$ cat src/rtl/tm_pkg.sv
package tm_pkg;
    // what the counter does on a given clock
    typedef enum logic [1:0] {
        TK_IDLE,
        TK_COUNT,
        TK_WRAP,
        TK_CLEAR
    } tick_act_e;
endpackage

$ cat src/rtl/tm_prescaler.sv
module tm_prescaler #(
    parameter int SEL_W = 3
) (
    input  logic             clk,
    input  logic             rst_n,
    input  logic             run,
    input  logic [SEL_W-1:0] sel,
    output logic             tick
);
    localparam int DIV_W = (1 << SEL_W) - 1;

    logic [DIV_W-1:0] div_d, div_q;
    logic [DIV_W-1:0] mask;

    always_comb begin
        for (int i = 0; i < DIV_W; i++) begin
            mask[i] = (i < int'(sel));
        end
        tick  = run && ((div_q & mask) == mask);
        div_d = run ? div_q + 1'b1 : '0;
    end

    always_ff @(posedge clk or negedge rst_n) begin
        if (!rst_n) div_q <= '0;
        else        div_q <= div_d;
    end
endmodule

$ cat src/rtl/tm_rst_collect.sv
module tm_rst_collect #(
    parameter int N_EVT = 30
) (
    input  logic             clk,
    input  logic             rst_n,
    input  logic             en,
    input  logic             tick,
    input  logic [N_EVT-1:0] evt,
    input  logic [N_EVT-1:0] msk,
    input  logic             sw,
    output logic             apply
);
    logic [N_EVT-1:0] hit;
    logic             req;
    logic             pend_d, pend_q;

    for (genvar g = 0; g < N_EVT; g++) begin : g_line
        assign hit[g] = evt[g] & msk[g];
    end

    always_comb begin
        req    = sw || (|hit);
        apply  = en && tick && (pend_q || req);
        if (!en)        pend_d = 1'b0;
        else if (apply) pend_d = 1'b0;
        else            pend_d = pend_q || req;
    end

    always_ff @(posedge clk or negedge rst_n) begin
        if (!rst_n) pend_q <= 1'b0;
        else        pend_q <= pend_d;
    end
endmodule

$ cat src/rtl/tm_rep_count.sv
module tm_rep_count #(
    parameter int REP_W = 8
) (
    input  logic             clk,
    input  logic             rst_n,
    input  logic             en,
    input  logic             roll,
    input  logic [REP_W-1:0] rep_pre,
    output logic [REP_W-1:0] rep_val,
    output logic             rep_evt
);
    typedef struct packed {
        logic [REP_W-1:0] val;
        logic             evt;
    } rep_st_t;

    rep_st_t rep_d, rep_q;

    always_comb begin
        rep_d     = rep_q;
        rep_d.evt = 1'b0;
        if (!en) begin
            rep_d.val = rep_pre;
        end else if (roll) begin
            if (rep_q.val == '0) begin
                rep_d.val = rep_pre;
                rep_d.evt = 1'b1;
            end else begin
                rep_d.val = rep_q.val - 1'b1;
            end
        end
    end

    always_ff @(posedge clk or negedge rst_n) begin
        if (!rst_n) rep_q <= '0;
        else        rep_q <= rep_d;
    end

    assign rep_val = rep_q.val;
    assign rep_evt = rep_q.evt;
endmodule

$ cat src/rtl/period_timer.sv
module period_timer #(
    parameter int CNT_W = 16,
    parameter int REP_W = 8,
    parameter int SEL_W = 3,
    parameter int N_EVT = 30
) (
    input  logic             clk,
    input  logic             rst_n,
    input  logic             cnt_en,
    input  logic             pre_en,
    input  logic [SEL_W-1:0] psc_sel,
    input  logic [CNT_W-1:0] per_pre,
    input  logic [CNT_W-1:0] cmp_pre,
    input  logic [REP_W-1:0] rep_pre,
    input  logic [N_EVT-1:0] evt_in,
    input  logic [N_EVT-1:0] evt_mask,
    input  logic             sw_rst,
    output logic [CNT_W-1:0] cnt_val,
    output logic [CNT_W-1:0] per_act,
    output logic [CNT_W-1:0] cmp_act,
    output logic [REP_W-1:0] rep_val,
    output logic             rollover,
    output logic             rep_evt,
    output logic             rst_evt
);
    import tm_pkg::*;

    typedef struct packed {
        logic [CNT_W-1:0] cnt;
        logic [CNT_W-1:0] per;
        logic [CNT_W-1:0] cmp;
        logic             roll;
        logic             clr;
    } core_st_t;

    core_st_t  core_d, core_q;
    tick_act_e act;
    logic      tick;
    logic      clr_apply;
    logic      wrap_now;

    tm_prescaler #(.SEL_W(SEL_W)) u_psc (
        .clk   (clk),
        .rst_n (rst_n),
        .run   (cnt_en),
        .sel   (psc_sel),
        .tick  (tick)
    );

    tm_rst_collect #(.N_EVT(N_EVT)) u_clr (
        .clk   (clk),
        .rst_n (rst_n),
        .en    (cnt_en),
        .tick  (tick),
        .evt   (evt_in),
        .msk   (evt_mask),
        .sw    (sw_rst),
        .apply (clr_apply)
    );

    always_comb begin
        act = TK_IDLE;
        if (cnt_en && tick) begin
            if (clr_apply)                   act = TK_CLEAR;
            else if (core_q.cnt == core_q.per) act = TK_WRAP;
            else                             act = TK_COUNT;
        end
        wrap_now = (act == TK_WRAP);
    end

    always_comb begin
        core_d      = core_q;
        core_d.roll = 1'b0;
        core_d.clr  = 1'b0;
        unique case (act)
            TK_CLEAR: begin
                core_d.cnt = '0;
                core_d.clr = 1'b1;
            end
            TK_WRAP: begin
                core_d.cnt  = '0;
                core_d.roll = 1'b1;
            end
            TK_COUNT: core_d.cnt = core_q.cnt + 1'b1;
            default:  ;
        endcase
        if (!cnt_en || !pre_en || wrap_now) begin
            core_d.per = per_pre;
            core_d.cmp = cmp_pre;
        end
    end

    always_ff @(posedge clk or negedge rst_n) begin
        if (!rst_n) core_q <= '0;
        else        core_q <= core_d;
    end

    tm_rep_count #(.REP_W(REP_W)) u_rep (
        .clk     (clk),
        .rst_n   (rst_n),
        .en      (cnt_en),
        .roll    (wrap_now),
        .rep_pre (rep_pre),
        .rep_val (rep_val),
        .rep_evt (rep_evt)
    );

    assign cnt_val  = core_q.cnt;
    assign per_act  = core_q.per;
    assign cmp_act  = core_q.cmp;
    assign rollover = core_q.roll;
    assign rst_evt  = core_q.clr;
endmodule

$ cat config.mk
export PLATFORM = sky130hd
export DESIGN_NAME = period_timer
export DESIGN_NICKNAME = d
export VERILOG_FILES = /design/src/rtl/tm_pkg.sv /design/src/rtl/tm_prescaler.sv /design/src/rtl/tm_rst_collect.sv /design/src/rtl/tm_rep_count.sv /design/src/rtl/period_timer.sv
export SDC_FILE = /design/constraint.sdc
export NUM_CORES = 1
export LEC_CHECK = 0
export BUFFER_PORTS_ARGS = -buffer_cell sky130_fd_sc_hd__buf_2
export CAP_MARGIN = 20
export CORE_MARGIN = 4
export CORE_UTILIZATION = 42
export CTS_CLUSTER_SIZE = 24
export DETAILED_ROUTE_END_ITERATION = 7
export PLACE_DENSITY_LB_ADDON = 0.3
export SYNTH_ARGS = -nofsm -noshare
export SYNTH_HDL_FRONTEND = slang
export SYNTH_SLANG_ARGS = --single-unit
$ cat constraint.sdc
create_clock -name clk -period 2.5 [get_ports clk]
set_input_delay 0.25 -clock clk [delete_from_list [all_inputs] [get_ports clk]]
set_output_delay 0.25 -clock clk [all_outputs]
set_load 0.05 [all_outputs]
Word level (Yosys, flattened, before mapping) --
Cells that the tools add are included. W data, S select, Z words.
Cells by class: $add $sub $neg 3, multipliers 0, div/mod/pow operators 0, order comparisons 7, equality and inequality tests 6, shifts and indexed selects 0, muxes and demuxes 14, bitwise logic cells 31, reductions and logical operators 13
Operators by type and width (count):
- $pmux W16 S2 | 1
- $and A1 B1 Y1 | 30
- $reduce_or A30 Y1 | 1
- $add A16 B1 Y16 const B | 1
- $eq A16 B16 Y1 | 1
- $mux W8 | 2
- $lt A3 B3 Y1 const A | 3
- $mux W9 | 1
- $logic_not A8 Y1 | 1
- $sub A8 B1 Y8 const B | 1
- $add A7 B1 Y7 const B | 1
- $and A7 B7 Y7 | 1
- $eq A7 B7 Y1 | 1
- $mux W7 | 1
- $lt A1 B3 Y1 const A | 2
- $lt A2 B3 Y1 const A | 2
- $mux W1 | 6
- $mux W2 | 3
- $eq A2 B2 Y1 const B | 2
- $logic_or A1 B1 Y1 | 4
- $logic_and A1 B1 Y1 | 3
- $eq A2 B1 Y1 const B | 1
- $logic_not A1 Y1 | 2
- $ne A2 B1 Y1 const B | 1
- 2 further kinds | 2
Word-level totals: bits in registers 67, bits in latches 0, RAM bits 0, memory bits (read-only) 0, output and inout port bits 59, memories 0

Longest topological paths before layout --
depth after elaboration 11, depth in mapped cells 9, gate-level depth less buffers 8

By module --
Synthesis repeated with hierarchy kept, for this count alone.
Unflattened totals: cells, all modules 308, area, all modules 3608.5 um^2
Modules (own cells, without submodules):
- period_timer | instances 1, cells each 176, area an instance 2373.5 um^2
- tm_rep_count | instances 1, cells each 72, area an instance 665.6 um^2
- tm_prescaler | instances 1, cells each 36, area an instance 357.8 um^2
- tm_rst_collect | instances 1, cells each 24, area an instance 211.5 um^2

Worst setup path before layout --
Ideal clock, no wire load.
path kind register -> register, from register core_q (netlist bit cnt_val[3]), to register core_q (netlist bit cmp_act[0]), library setup time 0.125 ns, arrival time 2.479 ns, setup slack -0.104 ns, cell stages (with the launch flop) 9, path buffers 2, clock period less this slack 2.604 ns, cells stage by stage dfrtp_1 -> xor2_1 -> nor4_2 -> nand4_2 -> or3_4 -> and3_4 -> buf_6 -> buf_6 -> mux2_4
On the way: longest elaborated chain between the ends 6
RTL lines:
- from (decl) | line period_timer.sv:36 | core_st_t core_d, core_q;
- from (signal assigned) | line period_timer.sv:95 | else core_q <= core_d;
- $eq A16 B16 Y1 | line period_timer.sv:65 | else if (core_q.cnt == core_q.per) act = TK_WRAP;
- $mux W2 | line period_timer.sv:65
- $mux W2 | line period_timer.sv:64 | if (clr_apply) act = TK_CLEAR;
- $mux W2 | line period_timer.sv:63 | if (cnt_en && tick) begin
- $eq A2 B2 Y1 | line period_timer.sv:68 | wrap_now = (act == TK_WRAP);
- $logic_or A1 B1 Y1 | line period_timer.sv:87 | if (!cnt_en || !pre_en || wrap_now) begin
No other way between the ends. A chain may end at the register's enable or synchronous reset.

Worst setup path after layout --
from register core_q (netlist bit per_act[11]), to register core_q (netlist bit per_act[8])
Same word-level chain as after synthesis.

==> impl_metrics.env <==
export IMPL_ys_flop_type="dfrtp_1"
export IMPL_antenna_found_initial=0
export IMPL_min_period_over_period_pct=95.5
export IMPL_synth_area_mux_share_pct=14.4
export IMPL_synth_compound_area_share_pct=9.87
export IMPL_grt_usage_pct=18.6
export IMPL_grt_setup_unrepaired="no"
export IMPL_r2r_cells=6
export IMPL_dieArea_mm2=0.00989
export IMPL_ys_ff_latch=67
export IMPL_critPathCaptureType="flop"
export IMPL_route_met3_wl_um=698
export IMPL_die_x_um=99.4
export IMPL_wirelength_mm=9.02
export IMPL_num_rows=33
export IMPL_cp_start_kind="flop"
export IMPL_grt_ovfl_total=0
export IMPL_worstPathMaxFanout=32
export IMPL_drtAntennaViolNets=0
export IMPL_hp_class="input pin to flop"
export IMPL_synthCells=315
export IMPL_detailed_place_hpwl_mm=7.06
export IMPL_cts_setup_buffers=0
export IMPL_p_leak_uw=0.00240
export IMPL_synth_fa_ha_area_share_pct=1.43
export IMPL_syn_num_nets=427
export IMPL_grt_pass1_vias=3023
export IMPL_cp_data_required_time_ps=2720
export IMPL_hold_violations=0
export IMPL_synth_edf_count=0
export IMPL_clock_skew_final_ps=8.50
export IMPL_core_area_mm2=0.00818
export IMPL_fillers=717
export IMPL_setup_worst_path_class="flop to flop"
export IMPL_vias=3060
export IMPL_avgViaCountPerCell=5.06
export IMPL_fin_util_pct=58.2
export IMPL_synth_xor_area_share_pct=7.23
export IMPL_place_congestion=0.927
export IMPL_h_tree_depth=3
export IMPL_power_uw=2840
export IMPL_fmax_mhz=419
export IMPL_ir_worst_vdd_mv=0.311
export IMPL_crit_chain="xor2_1 > nor4_2 > nand4_2 > or3_4 > and3_4 > mux2_4"
export IMPL_slew_headroom_pct=59.4
export IMPL_avgSynthCellArea_um2=11.1
export IMPL_drtIter0Drc=157
export IMPL_synth_largest_area_cell="dfrtp_1"
export IMPL_finalNetCount=607
export IMPL_root_buffer="clkbuf_8"
export IMPL_cap_violations=0
export IMPL_clk_latency_ps=340
export IMPL_synth_area_leaders="dfrtp_1, mux2_4, xor2_1"
export IMPL_ff_latch_area_mm2=0.00171
export IMPL_start_util_pct=42.9
export IMPL_clock_path_buffers=2
export IMPL_fin_crit_ps=2390
export IMPL_dr_max_layer_used="met4"
export IMPL_dr_wl_met2_mm=4.36
export IMPL_report_final_slew_viol_count=0
export IMPL_wl_met1_mm=3.89
export IMPL_clk_pin_slew_ps=80
export IMPL_grt_max_degree=40
export IMPL_max_stage_delay_ps=410
export IMPL_cts_tree="yes"
export IMPL_dr_pass1_iters=4
export IMPL_drive_gt1_share_pct=51.8
export IMPL_num_io_pins=167
export IMPL_critPathBufInv=0
export IMPL_arrival_ps=2610
export IMPL_outcome="finished, final reports clean"
export IMPL_synth_top_family_by_area="simple AND/OR/NAND/NOR gates"
export IMPL_ys_seq_area_share_pct=47.8
export IMPL_antennaDiodeCount=0
export IMPL_slowest_stage="dfrtp_1"
export IMPL_drc=0
export IMPL_tns_ps=0
export IMPL_critPathLaunch="per_act[11]"
export IMPL_p_per_area_mw_per_mm2=596
export IMPL_worst_slew_pin_slew_ps=609
export IMPL_synth_cell_types=45
export IMPL_die_h_um=99.4
export IMPL_grt_pass1_wl_mm=14.9
export IMPL_clkSinkCount=67
export IMPL_synthSimpleGateAreaFrac_pct=16.4
export IMPL_setup_viol=0
export IMPL_area_delta_synth_final_pct=35.6
export IMPL_cts_buffers_inserted=9
export IMPL_crit_end="per_act[8]"
export IMPL_syn_area_mm2=0.00351
export IMPL_crit_family="simple AND/OR/NAND/NOR gates"
export IMPL_r2r_start="per_act[11]"
export IMPL_multi_input_area_mm2=0.00173
export IMPL_drt_wirelength_per_cell_um=14.9
export IMPL_crit_cells=6
export IMPL_io_buffers=166
export IMPL_ys_warnings_count=0
export IMPL_reg2reg_to="per_act[8]"
export IMPL_r2r_setup_slack_ps=110
export IMPL_yosysTopAreaCellShare_pct=47.8
export IMPL_synthArstFlopShare_pct=100
[tightest hold or removal path, cell delays in order]
cell      delay, ps
buf_2            70
nand2_1          40
o221ai_1         60
[synth_stat cells (8+ instances only)]
| cell | n |
|---|---|
| dfrtp_1 | 67 |
| nand2_1 | 31 |
| mux2_4 | 30 |
| nor2_1 | 20 |
| xor2_1 | 19 |
| nand3_1 | 15 |
| o21ai_0 | 13 |
| inv_1 | 10 |
| xnor2_1 | 10 |
| a21oi_1 | 8 |
| nor3_1 | 8 |
[what timing repair did]
| item | 4_1_cts | 5_1_grt |
|---|---|---|
| endpoints found under the setup margin | 0 | 33 |
| resized for setup | 0 | 1 |
| hold endpoints to repair | 67 | 0 |
| hold buffers | 1 | 0 |
[worst min-delay path by stage]
stage | to | from | cells past startpoint | slack, ps
2_1_floorplan | cmp_act[0] | rst_n | 0 | -50
3_3_place_gp | cnt_val[11] | rst_n | 2 | 300
3_5_place_dp | cnt_val[11] | rst_n | 2 | 290
4_1_cts | u_rep.rep_val[4] | rep_pre[4] | 3 | 100
5_1_grt | cmp_act[6] | cmp_pre[6] | 2 | 120
6_report | u_rep.rep_val[4] | rep_pre[4] | 3 | 120
[registers in the layout (all words and copies together) (netlist names)]
register,flops
per_act,16
u_psc.div_q,7
rollover,1
rst_evt,1
u_clr.pend_q,1
u_rep.rep_val,8
cmp_act,16
cnt_val,16
u_rep.rep_evt,1
[logic make-up (layout without fill, tap and decap cells)]
| group | count (synthesis) | in the layout |
|---|---|---|
| simple gates | 109 | 109 |
| xor+xnor | 29 | 29 |
| mux | 35 | 35 |
| compound gates | 51 | 51 |
| fa+ha+maj | 4 | 4 |
| buf+inv | 20 | 205 |
| flops | 67 | 67 |
[report_power, final]
| group | switching [uW] | internal (uW) |
|---|---|---|
| sequential | 62.3 | 1150 |
| combinational | 383 | 229 |
| clock | 422 | 588 |
| total | 867 | 1970 |
[layer usage]
layer	up-vias	GRT usage [%]
li1	1503	-
met4	0	3.99
met3	9	5.96
met5	-	0
met1	1447	24.8
met2	101	29.8
[metrics by stage]
step | setup slack, ps | hold WS (ps) | instances | instance area (um^2)
after floorplan | 15.5 | -45.6 | 315 | 3540
after global placement | 66.7 | 296 | 588 | 4530
after detailed placement | 56.5 | 292 | 588 | 4530
after CTS | 41.4 | 101 | 605 | 4760
after global routing | 25.3 | 117 | 605 | 4760
final | 111 | 120 | 605 | 4760
[cell type report]
cell class / instances / area share, %
multi-input cells: 228 / 36.3
flip-flops and latches: 67 / 35.8
repair buffers: 179 / 19.5
clock buffers: 10 / 2.89
well taps: 105 / 2.76
clock inverters: 6 / 1.87
inverters: 10 / 0.788
[cell usage in the layout, fill, tap and decap left out, types with 6 or more instances in the layout]
cell type,count
buf_2,166
clkbuf_8,10
xor2_1,19
a21oi_1,8
and3_1,7
nor3_1,8
a22oi_1,7
nand3_1,15
inv_1,10
mux2_4,30
and2_1,6
nor2_1,20
buf_4,12
dfrtp_2,24
nand2_1,31
xnor2_1,10
o21ai_0,13
dfrtp_1,43
Power figures use the tool's default switching activity.
